## config.mk

```make
export PLATFORM = sky130hd
export DESIGN_NAME = nr_recip
export DESIGN_NICKNAME = d
export VERILOG_FILES = /design/src/rtl/nr_recip_pkg.sv /design/src/rtl/nr_recip_dp.sv /design/src/rtl/nr_recip_ctrl.sv /design/src/rtl/nr_recip.sv
export SDC_FILE = /design/constraint.sdc
export NUM_CORES = 1
export LEC_CHECK = 0
export ABC_CLOCK_PERIOD_IN_PS = 10600
export BUFFER_PORTS_ARGS = -buffer_cell sky130_fd_sc_hd__buf_4
export CORE_ASPECT_RATIO = 1.4
export CORE_MARGIN = 2
export CORE_UTILIZATION = 55
export DETAILED_ROUTE_END_ITERATION = 7
export GPL_TIMING_DRIVEN = 0
export HOLD_SLACK_MARGIN = 0.12
export PLACE_DENSITY = 0.72
export SYNTH_ARGS = -nofsm -noshare
export SYNTH_HDL_FRONTEND = slang
export SYNTH_HIERARCHICAL = 1
export SYNTH_SLANG_ARGS = --single-unit
```

## constraint.sdc

```tcl
create_clock -name clk -period 10.6 [get_ports clk]
set_input_delay 3.18 -clock clk [delete_from_list [all_inputs] [get_ports clk]]
set_output_delay 3.18 -clock clk [all_outputs]
set_load 0.02 [all_outputs]
```

## src/rtl/nr_recip_pkg.sv

```systemverilog
package nr_recip_pkg;
  typedef struct packed {
    logic load;    // capture divisor, count, seed
    logic mulEn;   // shared multiplier result is consumed this cycle
    logic phaseB;  // 0: t <= -hi(r*v), 1: r <= hi(t*r) << 1
  } nr_ctrl_t;
endpackage

```

## src/rtl/nr_recip_dp.sv

```systemverilog
module nr_recip_dp
  import nr_recip_pkg::*;
#(
  parameter int W      = 16,
  parameter int SEED_W = 8,
  parameter int IDX_W  = 3
) (
  input  logic                   clk,
  input  logic                   rstN,
  input  nr_ctrl_t               ctl,
  input  logic [W-1:0]           divisor,
  output logic                   divZero,
  output logic [W-1:0]           recip,
  output logic [$clog2(W)-1:0]   lzc,
  output logic                   err
);
  localparam int LZW     = $clog2(W);
  localparam int SEEDS   = 1 << IDX_W;
  localparam int SEEDMAX = (1 << SEED_W) - 1;
  localparam int NUMER   = 1 << (SEED_W + IDX_W);

  logic [W-1:0]      vQ, rQ, tQ;
  logic [LZW-1:0]    nQ;
  logic              errQ;
  logic [LZW-1:0]    lzRaw;
  logic              found;
  logic [W-1:0]      normV;
  logic [IDX_W-1:0]  seedIdx;
  logic [SEED_W-1:0] seedRom [SEEDS];
  logic [W-1:0]      seedEst;
  logic [W-1:0]      mulA;
  logic [2*W-1:0]    prod;
  logic [W-1:0]      prodHi;

  assign divZero = (divisor == '0);

  always_comb begin
    lzRaw = '0;
    found = 1'b0;
    for (int i = W - 1; i >= 0; i--) begin
      if (!found) begin
        if (divisor[i]) found = 1'b1;
        else            lzRaw = lzRaw + LZW'(1);
      end
    end
  end

  assign normV   = divisor << lzRaw;
  assign seedIdx = normV[W-2 -: IDX_W];

  for (genvar g = 0; g < SEEDS; g++) begin : g_seed
    localparam int QUOT = NUMER / (SEEDS + g);
    assign seedRom[g] = (QUOT > SEEDMAX) ? SEED_W'(SEEDMAX) : SEED_W'(QUOT);
  end

  assign seedEst = {seedRom[seedIdx], (W-SEED_W)'(0)};

  assign mulA   = ctl.phaseB ? tQ : vQ;
  assign prod   = mulA * rQ;
  assign prodHi = prod[2*W-1:W];

  always_ff @(posedge clk or negedge rstN) begin
    if (!rstN) begin
      vQ   <= '0;
      rQ   <= '0;
      tQ   <= '0;
      nQ   <= '0;
      errQ <= 1'b0;
    end else if (ctl.load) begin
      errQ <= divZero;
      if (!divZero) begin
        vQ <= normV;
        nQ <= lzRaw;
        rQ <= seedEst;
      end
    end else if (ctl.mulEn) begin
      if (!ctl.phaseB) tQ <= '0 - prodHi;
      else             rQ <= {prodHi[W-2:0], 1'b0};
    end
  end

  assign recip = rQ;
  assign lzc   = nQ;
  assign err   = errQ;

  assert_norm_msb_R2: assert property (@(posedge clk) disable iff (!rstN)
    ctl.mulEn |-> vQ[W-1]);
  assert_seed_top_R3: assert property (@(posedge clk) disable iff (!rstN)
    (ctl.load && !divZero) |=> rQ[W-1]);
  assert_hold_R10: assert property (@(posedge clk) disable iff (!rstN)
    (!ctl.load && !ctl.mulEn) |=> ($stable(rQ) && $stable(nQ) && $stable(errQ)));
endmodule

```

## src/rtl/nr_recip_ctrl.sv

```systemverilog
module nr_recip_ctrl
  import nr_recip_pkg::*;
#(
  parameter int STEPS = 2
) (
  input  logic     clk,
  input  logic     rstN,
  input  logic     start,
  input  logic     divZero,
  output nr_ctrl_t ctl,
  output logic     busy,
  output logic     done
);
  localparam int STEP_W = $clog2(STEPS + 1);

  logic              busyQ, phaseQ, doneQ;
  logic [STEP_W-1:0] stepQ;
  logic              accept;

  assign accept = start && !busyQ;

  always_comb begin
    ctl.load   = accept;
    ctl.mulEn  = busyQ;
    ctl.phaseB = phaseQ;
  end

  always_ff @(posedge clk or negedge rstN) begin
    if (!rstN) begin
      busyQ  <= 1'b0;
      phaseQ <= 1'b0;
      stepQ  <= '0;
      doneQ  <= 1'b0;
    end else begin
      doneQ <= 1'b0;
      if (accept) begin
        if (divZero) begin
          doneQ <= 1'b1;
        end else begin
          busyQ  <= 1'b1;
          phaseQ <= 1'b0;
          stepQ  <= '0;
        end
      end else if (busyQ) begin
        phaseQ <= ~phaseQ;
        if (phaseQ) begin
          if (stepQ == STEP_W'(STEPS - 1)) begin
            busyQ <= 1'b0;
            doneQ <= 1'b1;
          end else begin
            stepQ <= stepQ + STEP_W'(1);
          end
        end
      end
    end
  end

  assign busy = busyQ;
  assign done = doneQ;

  assert_done_pulse_R6: assert property (@(posedge clk) disable iff (!rstN)
    done |=> !done);
  assert_zero_fast_R7: assert property (@(posedge clk) disable iff (!rstN)
    (accept && divZero) |=> (done && !busyQ));
  assert_busy_start_R9: assert property (@(posedge clk) disable iff (!rstN)
    (busyQ && start) |=> (busyQ || done));
  assert_done_not_busy_R6: assert property (@(posedge clk) disable iff (!rstN)
    done |-> !busyQ);
endmodule

```

## src/rtl/nr_recip.sv

```systemverilog
module nr_recip
  import nr_recip_pkg::*;
(
  input  logic        clk,
  input  logic        rstN,
  input  logic        start,
  input  logic [15:0] divisor,
  output logic        busy,
  output logic        done,
  output logic        err,
  output logic [15:0] recip,
  output logic [3:0]  lzc
);
  nr_ctrl_t ctl;
  logic     divZero;

  nr_recip_ctrl #(.STEPS(2)) ctrl_i (
    .clk(clk), .rstN(rstN), .start(start), .divZero(divZero),
    .ctl(ctl), .busy(busy), .done(done)
  );

  nr_recip_dp #(.W(16), .SEED_W(8), .IDX_W(3)) dp_i (
    .clk(clk), .rstN(rstN), .ctl(ctl), .divisor(divisor),
    .divZero(divZero), .recip(recip), .lzc(lzc), .err(err)
  );
endmodule

```

### Word level (Yosys, flattened, before mapping)

Memories as Yosys holds them, arrays and structs flattened.
Cells that the tools add are included.

| word-level totals | value |
|---|---|
| word-level logic and storage cells | 132 |
| output and inout bits | 23 |
| memories | 1 |
| bits of input ports | 19 |
| ROM bits | 64 |
| bits in registers | 58 |

Memories:

| memory | words | bits a word | rd ports | clocked after memory_dff | write ports | RTL line | RTL |
|---|---|---|---|---|---|---|---|
| (name not given) | 8 | 8 | 1 | 0 | 0 | nr_recip_dp.sv:56 | `assign seedEst = {seedRom[seedIdx], (W-SEED_W)'(0)};` |

| operators by class | value |
|---|---|
| $add $sub $neg | 17 |
| reductions and logical operators | 10 |
| bitwise gates (word level) | 4 |
| $lt $le $gt $ge | 1 |
| multiply operators | 1 |
| muxes and demuxes | 85 |
| shift operators | 1 |
| equal/unequal tests | 3 |

Operators with widths:

| operator | number |
|---|---|
| $mux W4 | 30 |
| $mux W16 | 5 |
| $add A4 B1 Y4 const B | 14 |
| $mux W1 | 43 |
| $mul A16 B16 Y32 | 1 |
| $logic_not A16 Y1 | 1 |
| $mux W8 | 2 |
| $shl A16 B4 Y16 | 1 |
| $sub A1 B16 Y16 const A | 1 |
| $mux W2 | 5 |
| $reduce_and A3 Y1 | 2 |
| $ge A4 B4 Y1 const B | 1 |
| $not A3 Y4 | 1 |
| $reduce_and A2 Y1 | 2 |
| $reduce_and A4 Y1 | 1 |
| $reduce_bool A2 Y1 | 2 |
| $not A1 Y1 | 3 |
| $add A1 B1 Y2 const B | 1 |
| $add A2 B1 Y2 const B | 1 |
| $eq A2 B1 Y1 const B | 1 |
| $ne A2 B1 Y1 const B | 1 |
| $ne A2 B2 Y1 const B | 1 |
| $logic_and A1 B1 Y1 | 1 |
| $logic_not A1 Y1 | 1 |

### Longest topological paths before layout

Gate-level depths: netlist of run 1.

| logic depth | value |
|---|---|
| word-level depth | 53 |
| mapped depth | 56 |
| mapped depth without buffers | 55 |

### Hierarchy

The synthesis of run 1 kept the hierarchy.

Modules (own cells, without submodules):

| module | cells an instance | area each (sq um) | times used | sequential area each (sq um) |
|---|---|---|---|---|
| nr_recip_dp | 1,440 | 12,480.7 | 1 | 1,301.2 |
| nr_recip_ctrl | 27 | 274.0 | 1 | 125.1 |

### Worst setup path after synthesis of run 1

OpenSTA, ideal clock, no wires.

| timing path | value |
|---|---|
| kind | input to register |
| from | input port divisor[15] |
| to | register dp_i.rQ[12], in the netlist dp_i/recip[12] |
| stages on the path | 55 |
| buffers on the path | 2 |
| arrival time | 13.608 ns |
| required time | 10.523 ns |
| library setup time | 0.077 ns |
| setup slack | -3.085 ns |
| path through | buf_4 -> nor2_1 -> ha_1 -> o21a_1 -> ha_1 -> mux2_2 -> o21a_1 -> ha_1 -> nand2_1 -> nand2_1 -> ha_1 -> mux2i_1 -> o31ai_1 -> ha_1 -> mux2_2 -> ha_1 -> nor2_1 -> nor2_1 -> (+19 left out) -> mux2i_1 -> o211ai_1 -> nor2b_1 -> ha_1 -> nor2b_1 -> mux2i_1 -> mux2i_1 -> xnor2_1 -> nor2_1 -> xnor3_1 -> clkbuf_1 -> a22o_1 -> mux2i_1 -> inv_1 -> ha_1 -> nand2_1 -> or2_0 -> a21oi_1 |

| between the ends | value |
|---|---|
| cells in the longest elaborated chain, start to end | 53 |
| elaborated cells on any way between the ends | 71 |
| classes of those cells | add/sub: 15; eq/ne: 1; shift: 1; mux: 50; bitwise: 1; reduce/logical: 2; memory: 1 |

RTL lines:

| element | RTL line | RTL |
|---|---|---|
| from (decl) | nr_recip.sv:7 | `input logic [15:0] divisor,` |
| $mux W1 | nr_recip_dp.sv:42 | `if (divisor[i]) found = 1'b1;` |
| $add A1 B1 Y2 | nr_recip_dp.sv:43 | `else lzRaw = lzRaw + LZW'(1);` |
| $mux W4 | nr_recip_dp.sv:42 |  |
| $mux W4 | nr_recip_dp.sv:41 | `if (!found) begin` |
| $add A4 B1 Y4 | nr_recip_dp.sv:43 |  |
| $mux W4 | nr_recip_dp.sv:42 |  |
| $mux W4 | nr_recip_dp.sv:41 |  |
| $add A4 B1 Y4 | nr_recip_dp.sv:43 |  |
| (+37 left out) | - |  |
| $mux W4 | nr_recip_dp.sv:41 |  |
| $shl A16 B4 Y16 (*) | nr_recip_dp.sv:48 | `assign normV = divisor << lzRaw;` |
| net dp_i.normV[13] | nr_recip_dp.sv:27 | `logic [W-1:0] normV;` |
| $not A3 Y4 (implied by the code) (*) | nr_recip_dp.sv:56 |  |
| $mem_v2 Z8 W8 (*) | - |  |
| $mux W8 (implied by the code) (*) (2 in series) | nr_recip_dp.sv:56 |  |
| $mux W16 (*) | nr_recip_dp.sv:71 | `if (!divZero) begin` |
| $mux W16 (*) | nr_recip_dp.sv:69 | `end else if (ctl.load) begin` |
| to (signal assigned) | nr_recip_dp.sv:74 | `rQ <= seedEst;` |
| to (signal assigned) | nr_recip_dp.sv:78 | `else rQ <= {prodHi[W-2:0], 1'b0};` |
| to (decl) | nr_recip_dp.sv:22 | `logic [W-1:0] vQ, rQ, tQ;` |

Mark *: on every way through the listed nets, which the timed path passes. The rest lies on a longest branch. The select of a mux whose other input is x is not followed.
A chain may end at the register's enable or synchronous reset.

### Worst setup path after layout of run 1

| timing path | value |
|---|---|
| from | input port divisor[15] |
| to | register dp_i.rQ[9], in the netlist dp_i/recip[9] |

| between the ends | value |
|---|---|
| cells in the longest elaborated chain, start to end | 53 |
| elaborated cells on any way between the ends | 71 |
| classes of those cells | add/sub: 15; eq/ne: 1; shift: 1; mux: 50; bitwise: 1; reduce/logical: 2; memory: 1 |

RTL lines:

| element | RTL line |
|---|---|
| $mux W1 | nr_recip_dp.sv:42 |
| $add A1 B1 Y2 | nr_recip_dp.sv:43 |
| $mux W4 | nr_recip_dp.sv:42 |
| $mux W4 | nr_recip_dp.sv:41 |
| $add A4 B1 Y4 | nr_recip_dp.sv:43 |
| $mux W4 | nr_recip_dp.sv:42 |
| $mux W4 | nr_recip_dp.sv:41 |
| $add A4 B1 Y4 | nr_recip_dp.sv:43 |
| (+36 left out) | - |
| $mux W4 | nr_recip_dp.sv:42 |
| $mux W4 | nr_recip_dp.sv:41 |
| $shl A16 B4 Y16 | nr_recip_dp.sv:48 |
| $not A3 Y4 (implied by the code) | nr_recip_dp.sv:56 |
| $mem_v2 Z8 W8 | - |
| $mux W8 (implied by the code) (2 in series) | nr_recip_dp.sv:56 |
| $mux W16 | nr_recip_dp.sv:71 |
| $mux W16 | nr_recip_dp.sv:69 |

Several ways; a longest one is shown, not always the timed one. The select of a mux whose other input is x is not followed.

==> metrics.csv, run 1 <==
stage,metric,value,unit
cts,root_buffer,clkbuf_16,
job,drv_cap,0,
route,drtPass1Iterations,5,
final_layout,final_cell_mix,"228 x nand2_1, 207 x inv_1, 180 x fa_1",
synth,ys_seq_area_share,11.18,%
route,drtAntennaViolNets,0,
floorplan,core_area,22690,um^2
synth,synth_compound_area_share,10.74,%
critical_path,worst_setup_path_end_kind,flop,
grt,overflow,0,
floorplan,initial_core_util,56.21,%
critical_path,critPathKind,input pin to flop,
cts,htree_num_levels,3,
sta,fin_crit,13.24,ns
grt,grt_antenna_before_repair,0,
cts,clock_latency,0.33,ns
sta,fin_crit_sh,124.9,%
final_layout,fillerInstances,1875,
cts,cts_tree,done,
sta,setup_tns,-52.65,ns
floorplan,rows,65,
synth,synth_fa_ha_area_share,40.42,%
route,drc,0,
cts,ctsHoldBuffers,0,
place,io_buffers,34,
final_layout,fin_nets,1885,
synth,synth_top_family_by_area,adder cells,
critical_path,max_stage_delay,0.54,ns
synth,synthCells,1467,
hold_path,hold_class,flop to flop,
place,dpl.hpwl,29.18,mm
floorplan,die_h,184.2,um
route,via_count,11110,
critical_path,path_max_fanout,6,
grt,grt_pass1_vias,11640,
route,wl_per_cell,20.06,um
synth,synthMuxAreaShare,5.572,%
sta,slew_violations,0,
critical_path,slowest_stage,mux2i_2,
synth,syn_nets,1790,
sta,tightest_slew,0.9662,ns
run_status,violations,setup timing,
sta,fin_skew,0.008301,ns
final_layout,antenna_cells,0,
synth,synth_simple_gate_area_share,20.00,%
synth,synth_seq_cells,57,
final_layout,final_area,14650,um^2
synth,yosysWarningCount,6,
critical_path,reg2reg_from,ctrl_i/phaseQ,
sta,setup_ws,-2.643,ns
critical_path,crit_arrival,13.45,ns
run_status,status,finished with violations,
place,routabilityCongestion,0.9292,
route,drt_iter0_markers,743,
final_layout,drive_gt1_share,15.44,%
sta,relSlewSlack,33.92,%
grt,grt_usage,31.13,%
final_layout,stdcell_count,1868,
critical_path,startpoint_type,input pin,
hold_path,min_from,dp_i/tQ[8],
synth,synth-xor-area-share,3.031,%
cts,path_clk_slew,0.05,ns
floorplan,io_pins,42,
synth,avgSynthCellArea,8.694,um^2
cts,cts.sinks,57,
place,dp_cells,1802,
critical_path,worstPathRequired,10.81,ns
critical_path,setup.worst_path.start,divisor[15],
floorplan,die-area,24440,um^2
synth,synth_ff_type,dfrtp_1,
sta,maxClockFrequency,0.07551,GHz
critical_path,critical_path.most_common_cell,ha_4,
synth,synth_enable_flop_cells,0,
cts,clockBufferDepth,2,
place,placed_cell_area,13540,um^2
synth,synth_area,12750,um^2
grt,grt_start_max_net_pins,58,
cts,cts_buffers,9,
final_layout,syn2layout_area_growth,14.85,%
grt,grt_pass1_wl,59.20,mm
route,avgViaCountPerCell,5.948,
sta,hold_viol,0,
synth,asyncSetResetFlopFracSynth,100.0,%
route,wl,37.47,mm
sta,rsz0062_at_grt,true,
synth,synthDistinctLibCells,86,
final_layout,layout_commonest_cell,nand2_1,
sta,final-setup-viol-count,26,
floorplan,die_w,132.7,um
per-stage QoR:
stage                     util, %  hold slack, ns  setup slack [ns]
after floorplan                 -          0.4401            -2.558
after global placement      59.67          0.4573            -3.565
after detailed placement    59.67          0.4650            -3.750
after CTS                   63.49          0.4785            -2.495
after global routing        64.56          0.5074            -3.048
final                       64.56          0.4786            -2.643
cell type report:
type	count	area [um^2]	area share, %
Buffer	75	384.1	2.622
Clock buffer	10	239.0	1.631
Clock inverter	6	72.57	0.4954
Inverter	213	814.5	5.560
Multi-Input combinational cell	1121	10640	72.64
Sequential cell	57	1426	9.737
Tap cell	301	376.6	2.571
Timing Repair Buffer	85	694.4	4.740
worst paths after layout:
kind / endpoint / slack (ns) / cells past startpoint
worst min register to register: dp_i/tQ[8] / 0.48 / 2
worst max register to register: dp_i/tQ[15] / 0.81 / 27
max in group asynchronous: dp_i/recip[15] / 7.19 / 1
worst max-delay path: dp_i/recip[9] / -2.64 / 52
min in group asynchronous: ctrl_i/done / 2.90 / 1
worst min-delay path: dp_i/tQ[8] / 0.48 / 2
layer usage:
metal	part of all wire (%)	up-vias	track usage, %
li1	-	4970	-
met3	4.9	174	2.970
met2	53	446	58.80
met5	0	-	0
met4	7.7	0	20.00
met1	35	5520	32.91
kinds of logic (layout without fill, tap and decap cells):
family,count (synthesis),after routing
and+or+nand+nor,514,514
buffers and inverters,289,389
xor gates and xnor gates,38,38
other,1,1
muxes,66,66
adders and majority gates,304,304
AOI/OAI and AO/OA,198,198
DFF,57,57
synth_stat cells, types with 6 or more instances:
master / count / area, um^2
a31oi_1: 14 / 87.58
o21ai_0: 46 / 230.2
fa_1: 180 / 3603
nor3_1: 19 / 95.09
nand4_1: 8 / 50.05
nor2b_1: 11 / 68.82
a22oi_1: 8 / 60.06
mux2i_1: 35 / 350.3
buf_4: 10 / 75.07
nand2b_1: 14 / 87.58
and2_1: 93 / 581.8
a22o_1: 6 / 52.55
a21o_1: 17 / 127.6
xor2_1: 14 / 122.6
mux2_2: 30 / 337.8
nand3_1: 29 / 145.1
a211oi_1: 6 / 45.04
a21oi_1: 33 / 165.2
inv_1: 210 / 788.3
and3_1: 9 / 56.30
dfrtp_1: 57 / 1426
buf_1: 9 / 33.78
ha_1: 124 / 1551
clkbuf_1: 49 / 183.9
o21a_1: 9 / 67.56
nor2_1: 52 / 195.2
o31ai_1: 9 / 67.56
nand2_1: 235 / 882.1
o211ai_1: 7 / 52.55
xnor2_1: 20 / 175.2
what timing repair did:
action	CTS	global route
pin swaps	40	39
gates resized for setup	62	34
setup buffers	35	19
endpoints found under the setup margin	26	26
flip-flops by register name, indices dropped and copies added (netlist names):
| name | count |
|---|---|
| ctrl_i/stepQ | 2 |
| ctrl_i/phaseQ | 1 |
| dp_i/lzc | 4 |
| dp_i/recip | 15 |
| ctrl_i/done | 1 |
| dp_i/err | 1 |
| dp_i/tQ | 16 |
| ctrl_i/busy | 1 |
| dp_i/vQ | 16 |
worst max-delay path, delay by kind of cell:
| kind | cells | cell delay [ns] |
|---|---|---|
| compound gates | 11 | 1.90 |
| fa+ha+maj | 15 | 3.74 |
| mux | 11 | 2.84 |
| buf+inv | 1 | 0.11 |
| simple gates | 12 | 1.07 |
| xor+xnor | 2 | 0.60 |
Power of run 1 is not shown: default switching activity piles up to over one toggle a cycle in this logic, so the estimate is an artifact.
==> run 2, diff against run 1 <==
--- a/config.mk
+++ b/config.mk
@@ -5,6 +5,7 @@
 export SDC_FILE = /design/constraint.sdc
 export NUM_CORES = 1
 export LEC_CHECK = 0
+export ABC_AREA = 1
 export ABC_CLOCK_PERIOD_IN_PS = 10600
 export BUFFER_PORTS_ARGS = -buffer_cell sky130_fd_sc_hd__buf_4
 export CORE_ASPECT_RATIO = 1.4
==> metrics.csv, run 2 <==
stage,metric,value,unit
job,drv_cap,0,
grt,grt_antenna_before_repair,0,
route,wl_per_cell,16.75,um
place,routabilityCongestion,0.9642,
cts,root_buffer,clkbuf_16,
run_status,violations,setup timing,
synth,synth_area,12140,um^2
synth,asyncSetResetFlopFracSynth,100.0,%
final_layout,fin_nets,2047,
route,drc,0,
critical_path,critPathKind,input pin to flop,
cts,clock_latency,0.33,ns
cts,cts_buffers,9,
cts,path_clk_slew,0.05,ns
route,wl,33.93,mm
sta,tightest_slew,1.034,ns
cts,cts.sinks,57,
final_layout,antenna_cells,0,
floorplan,die_w,129.6,um
sta,relSlewSlack,30.37,%
sta,setup_ws,-0.4134,ns
route,wl_met3,1.509,mm
hold_path,hold_class,flop to flop,
synth,synth.most_common_cell,nand2_1,
final_layout,final_area,14070,um^2
sta,maxClockFrequency,0.09080,GHz
final_layout,final_cell_mix,"376 x nand2_1, 317 x inv_1, 180 x fa_1",
floorplan,die-area,23300,um^2
synth,synth_enable_flop_cells,0,
sta,timing.hold.ws,0.4714,ns
place,placed_cell_area,12940,um^2
sta,hold_viol,0,
synth,ys_seq_area_share,11.75,%
sta,final-setup-viol-count,10,
floorplan,rows,64,
place,io_buffers,40,
synth,synthCells,1627,
route,drtAntennaViolNets,0,
sta,slew_violations,0,
place,dpl.hpwl,27.56,mm
route,highest_layer,met4,
route,drtPass1Iterations,8,
cts,htree_num_levels,3,
cts,cts_tree,done,
grt,grt_pass1_wl,55.29,mm
sta,fin_crit_sh,103.9,%
sta,fin_crit,11.01,ns
cts,ctsHoldBuffers,0,
run_status,status,finished with violations,
grt,grt_start_max_net_pins,58,
synth,yosys.area.top_type,fa_1,
route,drt_iter0_markers,860,
floorplan,initial_core_util,55.75,%
sta,rsz0062_at_grt,true,
sta,fin_skew,0.008674,ns
route,wl_met1,12.80,mm
grt,overflow,0,
critical_path,startpoint_type,input pin,
grt,grt_pass1_vias,11210,
floorplan,core_area,21780,um^2
route,met2_length,17.98,mm
critical_path,critPathTopFamily,adder cells,
final_layout,layout_commonest_cell,nand2_1,
floorplan,die_h,179.8,um
synth,synth_seq_cells,57,
final_layout,syn2layout_area_growth,15.84,%
synth,synth_ff_type,dfrtp_1,
route,avgViaCountPerCell,5.400,
critical_path,worstPathRequired,10.80,ns
critical_path,worst_setup_path_end_kind,flop,
final_layout,drive_gt1_share,15.22,%
critical_path,path_max_fanout,7,
critical_path,slowest_stage,ha_1,
synth,yosysWarningCount,6,
grt,grt_usage,30.17,%
critical_path,max_stage_delay,0.29,ns
critical_path,crit_arrival,11.21,ns
synth,synthDistinctLibCells,48,
synth,synth_area_leaders,"fa_1 30%, ha_1 13%, nand2_1 13%",
critical_path,cp.buffers_inverters,14,
floorplan,io_pins,42,
synth,synth_top_area_share,29.68,%
cts,clockBufferDepth,2,
critical_path,critical_path.most_common_cell,ha_4,
synth,synthTopCellsByCount,"412 x nand2_1, 329 x inv_1, 180 x fa_1",
synth,syn_nets,1950,
route,via_count,10930,
synth,avgSynthCellArea,7.463,um^2
run 2: what timing repair did:
item / CTS / global route
resized for setup: 49 / 72
buffers inserted: 29 / 15
gates cloned: 1 / 1
setup endpoints to repair: 26 / 26
pin swaps: 41 / 53
run 2: cell type report:
| type | instances | area (um^2) |
|---|---|---|
| plain buffers | 45 | 231.5 |
| clock buffers | 12 | 246.5 |
| clock inverters | 3 | 65.06 |
| fillers | 1890 | 7715 |
| inverters | 351 | 1338 |
| multi-input cells | 1175 | 9701 |
| flip-flops and latches | 57 | 1426 |
| well taps | 297 | 371.6 |
| repair buffers | 85 | 686.9 |
run 2: logic make-up (layout without fill, tap and decap cells):
| kind of cell | count (synthesis) | in the layout | synth area share, % |
|---|---|---|---|
| and+or+nand+nor | 690 | 691 | 24.31 |
| AOI/OAI and AO/OA | 153 | 153 | 7.007 |
| buffers and inverters | 396 | 496 | 12.58 |
| adders and majority gates | 304 | 304 | 42.45 |
| other | 1 | 1 | 0.03088 |
| xor gates and xnor gates | 26 | 26 | 1.875 |
| DFF | 57 | 57 | 11.75 |
run 2: metal layers:
layer  up-vias  global-route usage [%]
met2       340                   54.55
met1      5320                   35.83
met3       115                   2.738
met5         -                       0
li1       5159                       -
met4         0                   13.20
run 2: through the flow:
step | TNS [ns] | worst slack (ns) | std cells | util [%]
final | -3.208 | -0.4134 | 2025 | 64.58
after global routing | -12.15 | -0.9103 | 2025 | 64.58
after CTS | -3.858 | -0.5170 | 2009 | 62.69
after detailed placement | -21.96 | -1.379 | 1964 | 59.42
after global placement | -16.71 | -1.168 | 1964 | 59.42
after floorplan | -2.769 | -0.5239 | 1627 | -
run 2: final timing paths:
path | start | endpoint | slack [ns] | cells past startpoint
max | divisor[14] | dp_i/recip[11] | -0.41 | 67
min | dp_i/tQ[1] | dp_i/tQ[1] | 0.47 | 2
max reg2reg | ctrl_i/phaseQ | dp_i/tQ[11] | 1.40 | 33
min reg2reg | dp_i/tQ[1] | dp_i/tQ[1] | 0.47 | 2
max in group asynchronous | rstN | dp_i/tQ[13] | 7.17 | 1
min in group asynchronous | rstN | dp_i/tQ[0] | 2.92 | 1
run 2: worst register-to-register path: cells and delay by family (launching register included):
family                   cells  cell delay (ns)
buffers and inverters        8             1.80
flip-flops                   1             0.45
AND/OR/NAND/NOR             12             1.95
AO/OA/AOI/OAI                4             1.00
XOR/XNOR                     2             0.49
adder cells (fa/ha/maj)      7             3.35
Power of run 2 is left out for the same reason.
==> run 3, diff against run 2 <==
--- a/config.mk
+++ b/config.mk
@@ -7,7 +7,7 @@
 export LEC_CHECK = 0
 export ABC_AREA = 1
 export ABC_CLOCK_PERIOD_IN_PS = 10600
-export BUFFER_PORTS_ARGS = -buffer_cell sky130_fd_sc_hd__buf_4
+export BUFFER_PORTS_ARGS = -buffer_cell sky130_fd_sc_hd__buf_2
 export CORE_ASPECT_RATIO = 1.4
 export CORE_MARGIN = 2
 export CORE_UTILIZATION = 55
==> metrics.csv, run 3 (synthesis results as in run 2) <==
stage,metric,value,unit
final_layout,final_cell_mix,"380 x nand2_1, 317 x inv_1, 180 x fa_1",
cts,root_buffer,clkbuf_16,
sta,timing.hold.ws,0.4670,ns
critical_path,worstPathRequired,10.81,ns
run_status,violations,setup timing,
cts,cts_buffers,9,
job,drv_cap,0,
critical_path,crit_arrival,11.25,ns
critical_path,max_stage_delay,0.30,ns
final_layout,layout_commonest_cell,nand2_1,
place,dpl.hpwl,27.26,mm
cts,cts.sinks,57,
critical_path,cp.buffers_inverters,15,
route,drt_iter0_markers,972,
grt,grt_usage,30.16,%
sta,final-setup-viol-count,12,
critical_path,rr_worst_depth,36,
sta,tightest_slew,1.014,ns
final_layout,stdcell_count,2022,
sta,fin_skew,0.006094,ns
grt,grt_pass1_vias,11360,
cts,clock_latency,0.32,ns
route,drc,0,
floorplan,die_h,179.8,um
floorplan,die-area,23300,um^2
critical_path,critical_path.most_common_cell,ha_4,
final_layout,post-route-util,63.92,%
critical_path,startpoint_type,input pin,
final_layout,antenna_cells,0,
floorplan,core_area,21780,um^2
critical_path,critPathKind,input pin to flop,
route,drtPass1Iterations,5,
floorplan,io_pins,42,
critical_path,path_max_fanout,10,
final_layout,fin_nets,2044,
grt,grt_antenna_before_repair,0,
place,io_buffers,40,
floorplan,die_w,129.6,um
place,dp_cells,1964,
route,avgViaCountPerCell,5.447,
hold_path,whs_path_depth,2,
cts,clockBufferDepth,2,
final_layout,syn2layout_area_growth,14.66,%
sta,hold_viol,0,
sta,rsz0062_at_grt,true,
cts,path_clk_slew,0.05,ns
hold_path,hold_class,flop to flop,
grt,grt_pass1_wl,55.43,mm
sta,fin_crit,11.04,ns
sta,setup_ws,-0.4439,ns
sta,fin_crit_sh,104.2,%
route,via_count,11010,
cts,cts_tree,done,
floorplan,rows,64,
critical_path,worst_setup_path_end_kind,flop,
critical_path,critPathTopFamily,adder cells,
critical_path,critical_path_depth,68,
place,routabilityCongestion,0.9436,
sta,maxClockFrequency,0.09055,GHz
run_status,status,finished with violations,
grt,overflow,0,
floorplan,initial_core_util,55.75,%
sta,relSlewSlack,31.67,%
route,drtAntennaViolNets,0,
cts,htree_num_levels,3,
route,wl,33.61,mm
grt,grt_start_max_net_pins,58,
sta,slew_violations,0,
critical_path,slowest_stage,ha_1,
route,wl_per_cell,16.62,um
final_layout,drive_gt1_share,14.72,%
[run 3: changes by cell type in the layout (fill, tap and decap cells not counted), moves of 5 or more]
cell / change
buf_4: -37
o21ai_2: -5
o21ai_4: +5
buf_2: +38
[run 3: path summary, 6_finish.rpt]
check,from,to,slack (ns)
hold / removal,dp_i/tQ[1],dp_i/tQ[1],0.47
hold reg to reg,dp_i/tQ[1],dp_i/tQ[1],0.47
setup / recovery,divisor[14],dp_i/recip[12],-0.44
min in group asynchronous,rstN,dp_i/lzc[1],2.92
max in group asynchronous,rstN,dp_i/recip[12],7.18
setup reg to reg,ctrl_i/phaseQ,dp_i/tQ[12],1.30
[run 3: worst reg2reg max path, delay by kind of cell (launching register included)]
| kind | cells | cell delay, ns |
|---|---|---|
| AO/OA/AOI/OAI | 3 | 0.94 |
| buffers and inverters | 8 | 1.86 |
| AND/OR/NAND/NOR | 17 | 2.37 |
| XOR/XNOR | 1 | 0.25 |
| flip-flops | 1 | 0.44 |
| adder cells (fa/ha/maj) | 7 | 3.34 |
[run 3: cell type report]
| type | instances | area, um^2 |
|---|---|---|
| clock inverters | 3 | 65.06 |
| plain buffers | 45 | 225.2 |
| flip-flops and latches | 57 | 1426 |
| repair buffers | 83 | 571.8 |
| multi-input cells | 1174 | 9682 |
| well taps | 297 | 371.6 |
| clock buffers | 12 | 246.5 |
| fillers | 1957 | 7858 |
| inverters | 351 | 1335 |
[run 3: metal layers]
| layer | up-vias | share of wire, % | global-route usage (%) |
|---|---|---|---|
| met1 | 5339 | 37 | 36.37 |
| met3 | 116 | 5.3 | 3.274 |
| met5 | - | 0 | 0 |
| met2 | 415 | 53 | 53.97 |
| met4 | 0 | 4.5 | 12.39 |
| li1 | 5143 | - | - |
[run 3: per-stage QoR]
step                      TNS (ns)  worst slack, ns  instance area [um^2]
after detailed placement    -24.84           -1.503                 12840
after floorplan             -2.769          -0.5239                 12270
after CTS                   -6.756          -0.6608                 13500
final                       -3.194          -0.4439                 13920
after global routing        -13.62          -0.9877                 13920
after global placement      -21.03           -1.368                 12840
[run 3: what timing repair did]
action,in CTS,in global routing
setup endpoints to repair,26,26
setup buffers,30,13
pin swaps,40,50
hold buffers,0,0
gates cloned,0,1
hold endpoints to repair,0,0
resized for setup,37,72
Power of run 3 is left out for the same reason.
